`src/rtl/kspi_pkg.sv`:
```
package kspi_pkg;

  typedef enum logic [2:0] {
    ST_KEY   = 3'd0,
    ST_CMD   = 3'd1,
    ST_ADDR  = 3'd2,
    ST_TURN  = 3'd3,
    ST_WDATA = 3'd4,
    ST_RDATA = 3'd5,
    ST_LOCK  = 3'd6
  } kspi_state_e;

  localparam int CMD_W = 8;

  // number of clock beats needed to move a field over the lanes
  function automatic int beats_of(input int bits, input int lanes);
    return (bits + lanes - 1) / lanes;
  endfunction

  function automatic int max2(input int a, input int b);
    return (a > b) ? a : b;
  endfunction

  // address step with wrap at the counter width
  function automatic logic [31:0] wrap_inc(input logic [31:0] v, input int w);
    logic [31:0] mask;
    mask = (w >= 32) ? 32'hFFFF_FFFF : ((32'd1 << w) - 32'd1);
    return (v + 32'd1) & mask;
  endfunction

endpackage

```
`src/rtl/kspi_deser.sv`:
```
module kspi_deser #(
  parameter int LANES = 4,
  parameter int SH_W  = 16
) (
  input  logic             clk,
  input  logic             rst_n,
  input  logic             shift_en,
  input  logic [LANES-1:0] lane_in,
  output logic [SH_W-1:0]  word_now
);
  logic [SH_W-1:0] sh_q;

  // value including the beat on the lanes right now
  assign word_now = {sh_q[SH_W-LANES-1:0], lane_in};

  always_ff @(posedge clk or negedge rst_n) begin
    if (!rst_n)        sh_q <= '0;
    else if (shift_en) sh_q <= word_now;
  end
endmodule

```
`src/rtl/kspi_ser.sv`:
```
module kspi_ser #(
  parameter int LANES  = 4,
  parameter int WORD_W = 8
) (
  input  logic              clk,
  input  logic              rst_n,
  input  logic              load,
  input  logic [WORD_W-1:0] load_val,
  input  logic              shift,
  output logic [LANES-1:0]  lanes
);
  logic [WORD_W-1:0] out_q;

  assign lanes = out_q[WORD_W-1 -: LANES];

  always_ff @(posedge clk or negedge rst_n) begin
    if (!rst_n)     out_q <= '0;
    else if (load)  out_q <= load_val;
    else if (shift) out_q <= out_q << LANES;
  end
endmodule

```
`src/rtl/kspi_cnt.sv`:
```
module kspi_cnt #(
  parameter int W = 16
) (
  input  logic         clk,
  input  logic         rst_n,
  input  logic         clear,
  input  logic         load,
  input  logic [W-1:0] load_val,
  input  logic         inc,
  output logic [W-1:0] cnt,
  output logic         at_max
);
  import kspi_pkg::*;

  logic [W-1:0] cnt_q;
  assign cnt    = cnt_q;
  assign at_max = &cnt_q;

  always_ff @(posedge clk or negedge rst_n) begin
    if (!rst_n)     cnt_q <= '0;
    else if (clear) cnt_q <= '0;
    else if (load)  cnt_q <= load_val;
    else if (inc)   cnt_q <= W'(wrap_inc(32'(cnt_q), W));
  end

  // counter steps by one and wraps (R6, lockout timing R8)
  assert_cnt_step_R6: assert property (@(posedge clk) disable iff (!rst_n)
    (inc && !load && !clear) |=> (cnt_q == W'($past(cnt_q) + 1'b1)));

  assert_cnt_clear_R8: assert property (@(posedge clk) disable iff (!rst_n)
    clear |=> (cnt_q == '0));
endmodule

```
`src/rtl/kspi_ctrl.sv`:
```
module kspi_ctrl #(
  parameter int              LANES     = 4,
  parameter int              KEY_W     = 16,
  parameter int              ADDR_W    = 16,
  parameter int              WORD_W    = 8,
  parameter int              SH_W      = 16,
  parameter int              BC_W      = 3,
  parameter logic [KEY_W-1:0] KEY_VALUE = '0
) (
  input  logic                   clk,
  input  logic                   rst_n,
  input  logic                   cs_n,
  input  logic [SH_W-1:0]        word_now,
  input  logic                   at_max,
  output kspi_pkg::kspi_state_e  state,
  output logic                   key_bad,
  output logic                   addr_load,
  output logic                   wr_word,
  output logic                   rd_fetch,
  output logic                   rd_done,
  output logic                   locked
);
  import kspi_pkg::*;

  localparam int KEY_B  = beats_of(KEY_W, LANES);
  localparam int CMD_B  = beats_of(CMD_W, LANES);
  localparam int ADDR_B = beats_of(ADDR_W, LANES);
  localparam int WORD_B = beats_of(WORD_W, LANES);

  kspi_state_e     state_q;
  logic [BC_W-1:0] beat_q;
  logic [BC_W-1:0] ph_last;
  logic            rd_q;
  logic            active, is_last, key_hit;

  always_comb begin
    case (state_q)
      ST_KEY:  ph_last = BC_W'(KEY_B - 1);
      ST_CMD:  ph_last = BC_W'(CMD_B - 1);
      ST_ADDR: ph_last = BC_W'(ADDR_B - 1);
      default: ph_last = BC_W'(WORD_B - 1);
    endcase
  end

  assign active    = !cs_n && (state_q != ST_LOCK);
  assign is_last   = (beat_q == ph_last);
  assign key_hit   = (word_now[KEY_W-1:0] == KEY_VALUE);
  assign key_bad   = active && (state_q == ST_KEY) && is_last && !key_hit;
  assign addr_load = active && (state_q == ST_ADDR) && is_last;
  assign wr_word   = active && (state_q == ST_WDATA) && is_last;
  assign rd_done   = active && (state_q == ST_RDATA) && is_last;
  assign rd_fetch  = active && ((state_q == ST_TURN) || rd_done);
  assign locked    = (state_q == ST_LOCK);
  assign state     = state_q;

  always_ff @(posedge clk or negedge rst_n) begin
    if (!rst_n) begin
      state_q <= ST_KEY;
      beat_q  <= '0;
      rd_q    <= 1'b0;
    end else if (state_q == ST_LOCK) begin
      beat_q <= '0;
      if (at_max) state_q <= ST_KEY;
    end else if (cs_n) begin
      state_q <= ST_KEY;
      beat_q  <= '0;
    end else begin
      beat_q <= is_last ? '0 : beat_q + 1'b1;
      case (state_q)
        ST_KEY:   if (is_last) state_q <= key_hit ? ST_CMD : ST_LOCK;
        ST_CMD:   if (is_last) begin
                    rd_q    <= word_now[0];
                    state_q <= ST_ADDR;
                  end
        ST_ADDR:  if (is_last) state_q <= rd_q ? ST_TURN : ST_WDATA;
        ST_TURN:  begin
                    state_q <= ST_RDATA;
                    beat_q  <= '0;
                  end
        default:  state_q <= state_q;
      endcase
    end
  end

  // lockout ignores the select until the timer reaches its top
  assert_lock_holds_R8: assert property (@(posedge clk) disable iff (!rst_n)
    (state_q == ST_LOCK && !at_max) |=> (state_q == ST_LOCK));

  assert_bad_key_locks_R8: assert property (@(posedge clk) disable iff (!rst_n)
    key_bad |=> (state_q == ST_LOCK));

  // deselect outside lockout goes back to key wait
  assert_deselect_R7: assert property (@(posedge clk) disable iff (!rst_n)
    (cs_n && state_q != ST_LOCK) |=> (state_q == ST_KEY));

  // exactly one turnaround clock before read data
  assert_turn_once_R5: assert property (@(posedge clk) disable iff (!rst_n)
    (state_q == ST_TURN && !cs_n) |=> (state_q == ST_RDATA));

  // lockout end returns to key wait
  assert_lock_exit_R9: assert property (@(posedge clk) disable iff (!rst_n)
    (state_q == ST_LOCK && at_max) |=> (state_q == ST_KEY));
endmodule

```
`src/rtl/keyed_spi_mem_port.sv`:
```
module keyed_spi_mem_port #(
  parameter int               LANES     = 4,
  parameter int               KEY_W     = 16,
  parameter int               ADDR_W    = 16,
  parameter int               WORD_W    = 8,
  parameter logic [KEY_W-1:0] KEY_VALUE = 16'hA5C3
) (
  input  logic              sclk,
  input  logic              rst_n,
  input  logic              cs_n,
  input  logic [LANES-1:0]  lane_in,
  output logic [LANES-1:0]  lane_out,
  output logic [LANES-1:0]  lane_oe,
  output logic              irq_denied,
  output logic              irq_done,
  output logic [ADDR_W-1:0] mem_addr,
  output logic [WORD_W-1:0] mem_wdata,
  output logic              mem_we,
  input  logic [WORD_W-1:0] mem_rdata
);
  import kspi_pkg::*;

  localparam int SH_W = max2(max2(KEY_W, ADDR_W), max2(WORD_W, CMD_W));
  localparam int MAXB = max2(max2(beats_of(KEY_W, LANES), beats_of(ADDR_W, LANES)),
                             max2(beats_of(WORD_W, LANES), beats_of(CMD_W, LANES)));
  localparam int BC_W = $clog2(MAXB) + 1;

  kspi_state_e     state;
  logic [SH_W-1:0] word_now;
  logic [ADDR_W-1:0] cnt;
  logic            at_max, key_bad, addr_load, wr_word, rd_fetch, rd_done, locked;
  logic            done_q;

  kspi_deser #(.LANES(LANES), .SH_W(SH_W)) u_deser (
    .clk(sclk), .rst_n(rst_n), .shift_en(!cs_n), .lane_in(lane_in), .word_now(word_now)
  );

  kspi_ctrl #(
    .LANES(LANES), .KEY_W(KEY_W), .ADDR_W(ADDR_W), .WORD_W(WORD_W),
    .SH_W(SH_W), .BC_W(BC_W), .KEY_VALUE(KEY_VALUE)
  ) u_ctrl (
    .clk(sclk), .rst_n(rst_n), .cs_n(cs_n), .word_now(word_now), .at_max(at_max),
    .state(state), .key_bad(key_bad), .addr_load(addr_load), .wr_word(wr_word),
    .rd_fetch(rd_fetch), .rd_done(rd_done), .locked(locked)
  );

  kspi_cnt #(.W(ADDR_W)) u_cnt (
    .clk(sclk), .rst_n(rst_n), .clear(key_bad), .load(addr_load),
    .load_val(word_now[ADDR_W-1:0]), .inc(locked || wr_word || rd_fetch),
    .cnt(cnt), .at_max(at_max)
  );

  kspi_ser #(.LANES(LANES), .WORD_W(WORD_W)) u_ser (
    .clk(sclk), .rst_n(rst_n), .load(rd_fetch), .load_val(mem_rdata),
    .shift(!cs_n && state == ST_RDATA), .lanes(lane_out)
  );

  always_ff @(posedge sclk or negedge rst_n) begin
    if (!rst_n) done_q <= 1'b0;
    else        done_q <= wr_word || rd_done;
  end

  assign lane_oe    = {LANES{!cs_n && state == ST_RDATA}};
  assign irq_denied = locked;
  assign irq_done   = done_q;
  assign mem_addr   = cnt;
  assign mem_wdata  = word_now[WORD_W-1:0];
  assign mem_we     = wr_word;

  // lanes never driven while locked or writing
  assert_oe_quiet_R8: assert property (@(posedge sclk) disable iff (!rst_n)
    (|lane_oe) |-> (!irq_denied && !mem_we));

  // completion pulse follows each written word
  assert_done_pulse_R4: assert property (@(posedge sclk) disable iff (!rst_n)
    mem_we |=> irq_done);

  // no write during lockout
  assert_no_write_locked_R8: assert property (@(posedge sclk) disable iff (!rst_n)
    irq_denied |-> !mem_we);
endmodule

```
`config.mk`:
```
export PLATFORM = sky130hd
export DESIGN_NAME = keyed_spi_mem_port
export DESIGN_NICKNAME = d
export VERILOG_FILES = /design/src/rtl/kspi_pkg.sv /design/src/rtl/kspi_deser.sv /design/src/rtl/kspi_ser.sv /design/src/rtl/kspi_cnt.sv /design/src/rtl/kspi_ctrl.sv /design/src/rtl/keyed_spi_mem_port.sv
export SDC_FILE = /design/constraint.sdc
export NUM_CORES = 1
export LEC_CHECK = 0
export BUFFER_PORTS_ARGS = -buffer_cell sky130_fd_sc_hd__buf_2
export CAP_MARGIN = 0
export CORE_MARGIN = 2
export CORE_UTILIZATION = 35
export CTS_CLUSTER_DIAMETER = 100
export DETAILED_ROUTE_END_ITERATION = 6
export SETUP_SLACK_MARGIN = 0.15
export SYNTH_ARGS = -nofsm -noshare
export SYNTH_HDL_FRONTEND = slang
export SYNTH_SLANG_ARGS = --single-unit
```
`constraint.sdc`:
```
create_clock -name sclk -period 3.4 [get_ports sclk]
set_input_delay 0 -clock sclk [delete_from_list [all_inputs] [get_ports sclk]]
set_output_delay 0 -clock sclk [all_outputs]
set_load 0.02 [all_outputs]
```
==> flow_metrics.env <==
export IMPL_yosysMostFrequentCell="dfrtp_1"
export IMPL_min_period_over_period=0.650
export IMPL_synth_edf_count=0
export IMPL_via_count=2002
export IMPL_startpoint="u_ctrl.state[0]$_DFFE_PN0P_"
export IMPL_yosys_warnings=0
export IMPL_async_flop_share=1.00
export IMPL_finClkSkew_ns=0.0129
export IMPL_hold_violations=0
export IMPL_path_cells="inv_1 -> nor2_1 -> a21boi_1 -> o21ai_0"
export IMPL_critPathMaxFanout=16
export IMPL_status="completed"
export IMPL_min_period_ns=2.21
export IMPL_max_stage_delay_ns=0.81
export IMPL_path_clk_slew_ns=0.09
export IMPL_total_power_mw=1.92
export IMPL_wl_per_cell_microns=14.1
export IMPL_cts_buffers_inserted=5
export IMPL_synth_top_cells_by_count="dfrtp_1, nand2_1, nor2_1, buf_4, a211oi_1"
export IMPL_synth_area_sq_mm=0.00265
export IMPL_path_class="reg2reg"
export IMPL_end_kind="flip-flop"
export IMPL_initial_core_util=0.364
export IMPL_drtAntennaViolNets=0
export IMPL_synth_cell_types=47
export IMPL_clk_path_buf_depth=2
export IMPL_power_density_mw_per_mm2=627
export IMPL_synth_seq_area_share=0.415
export IMPL_cp_data_required_time_ns=3.53
export IMPL_htreeDepth=2
export IMPL_synth_ff_type="dfrtp_1"
export IMPL_worst_pin_slew_ns=0.966
export IMPL_layout_drive_gt1_share=0.276
export IMPL_syn2layout_area_growth_pct=15.6
export IMPL_nNetsFinal=324
export IMPL_ys_ff_latch=44
export IMPL_clk_insertion_delay_late_ns=0.30
export IMPL_rsz0062_at_grt="false"
export IMPL_reg2reg_from="u_ctrl.state[0]$_DFFE_PN0P_"
export IMPL_antenna_found_initial=0
export IMPL_grt_max_degree=45
export IMPL_final_util=0.420
export IMPL_reg2reg_depth=4
export IMPL_hold_class="in2reg"
export IMPL_cts_root_buf="clkbuf_8"
export IMPL_dieHeight_microns=91.0
export IMPL_maxSlewViolCount=0
export IMPL_grt_pass1_vias=1816
export IMPL_path_buf_inv=1
export IMPL_synth_top_cell_by_area="dfrtp_1"
export IMPL_row_count=31
export IMPL_syn_num_nets=286
export IMPL_crit_end="u_ser.out_q[3]$_DFFE_PN0P_"
export IMPL_avgSynthCellArea_sq_um=9.86
export IMPL_gr_total_overflow=0
export IMPL_synth_top_area_share=0.415
export IMPL_cp_top_family="compound AO/OA/AOI/OAI gates"
export IMPL_cp_depth=4
export IMPL_leakagePower_nw=1.34
export IMPL_n_antenna_cell=0
export IMPL_cap_violations=0
export IMPL_port_buffers=49
export IMPL_ir_drop_mv=0.174
export IMPL_drt_iter0_drc=110
export IMPL_crit_slowest_cell="a21boi_1"
export IMPL_synth_area_leaders="dfrtp_1, mux2_2, buf_4, a211oi_1, xnor2_1"
export IMPL_core_area_sq_mm=0.00729
export IMPL_synthCells=269
export IMPL_rrSetupSlack_ns=1.19
export IMPL_cts_tree="done"
export IMPL_cts_sink_count=44
export IMPL_finalSetupTns_ns=0
export IMPL_setup_viol=0
export IMPL_grt_pass1_wl_mm=9.33
export IMPL_relSlewSlack=0.355
export IMPL_drc=0
export IMPL_drt_first_pass_iters=4
export IMPL_wirelength_mm=5.72
export IMPL_dpl_hpwl_mm=4.02
export IMPL_cp_arrival_ns=2.34
export IMPL_globalplace_congestion=0.786
export IMPL_vias_per_cell=4.92
export IMPL_grt_total_usage=0.140
export IMPL_holdWs_ns=0.000622
export IMPL_die_x_microns=91.0
export IMPL_r2r_end="u_ser.out_q[3]$_DFFE_PN0P_"
export IMPL_die_area_sq_mm=0.00829
export IMPL_io_pins=50
export IMPL_cp_start_kind="flip-flop"
export IMPL_clock_fmax_mhz=453
## area by class of cell
class	instances	area, sq um
multi-input cells	182	1300
clock inverters	2	38.8
flip-flops and latches	44	1100
repair buffers	63	380
fillers	741	4230
well taps	99	124
inverters	11	41.3
clock buffers	6	82.6
## state kept, by name, summed over array words and instances (netlist names)
register and flops:
u_ser.out_q 8, u_ctrl.rd_q 1, u_ctrl.beat_q 3, u_ctrl.state 3, u_cnt.cnt 16, irq_done 1
u_deser.sh_q 12
## cell usage in the layout, fill, tap and decap left out, types with 11 or more instances in the layout
cell / instances
nand2_1: 26
nor2_1: 26
dfrtp_1: 44
dlygate4sd3_1: 12
xnor2_1: 14
buf_2: 49
a211oi_1: 18
mux2_2: 14
o21ai_0: 15
inv_1: 11
## stage by stage
step / std cells / instance area (sq um) / setup WS [ns]
after global routing: 407 / 3070 / 0.950
after detailed placement: 387 / 2820 / 1.21
after global placement: 387 / 2820 / 1.26
after floorplan: 269 / 2650 / 1.64
final: 407 / 3070 / 1.19
after CTS: 407 / 3070 / 1.20
## worst reg2reg max path: stages, from the launching register on
cell,delay (ns)
dfrtp_1,0.63
inv_1,0.17
nor2_1,0.20
a21boi_1,0.81
o21ai_0,0.23
## how the worst min path moves through the flow
stage | slack (ns) | to | cells after the start | from
2_1_floorplan | -0.30 | irq_done$_DFF_PN0_ | 0 | rst_n
3_3_place_gp | 0.20 | u_ser.out_q[7]$_DFFE_PN0P_ | 3 | mem_rdata[7]
3_5_place_dp | 0.21 | u_ser.out_q[7]$_DFFE_PN0P_ | 3 | mem_rdata[7]
4_1_cts | 0.004 | u_cnt.cnt[0]$_DFFE_PN0P_ | 3 | lane_in[0]
5_1_grt | 0.03 | u_cnt.cnt[0]$_DFFE_PN0P_ | 3 | lane_in[0]
6_report | 0.0006 | u_cnt.cnt[0]$_DFFE_PN0P_ | 3 | lane_in[0]
## logic make-up after synthesis
family,count (synthesis),share of synthesized area
mux,20,0.0826
buf+inv,43,0.0953
fa+ha+maj,2,0.00944
xor+xnor,16,0.0529
simple gates,85,0.171
flops,44,0.415
compound gates,59,0.173
## report_power, final
group / internal, mW / switching, mW / total, mW / leakage, nW
combinational: 0.286 / 0.395 / 0.681 / 0.723
sequential: 0.639 / 0.172 / 0.811 / 0.557
clock: 0.241 / 0.189 / 0.430 / 0.0614
## layer usage
metal	up-vias	wire [microns]	GRT usage
met4	0	77	0.0480
met5	-	0	0
met3	7	201	0.0266
met2	42	2520	0.204
met1	940	2920	0.205
li1	1013	-	-
## timing repair
action | CTS | global route
endpoints found under the hold margin | 56 | 0
hold buffers | 12 | 0
resized for setup | 0 | 0
setup buffers | 0 | 0
Note: power is estimated with default switching activity, not from simulation.
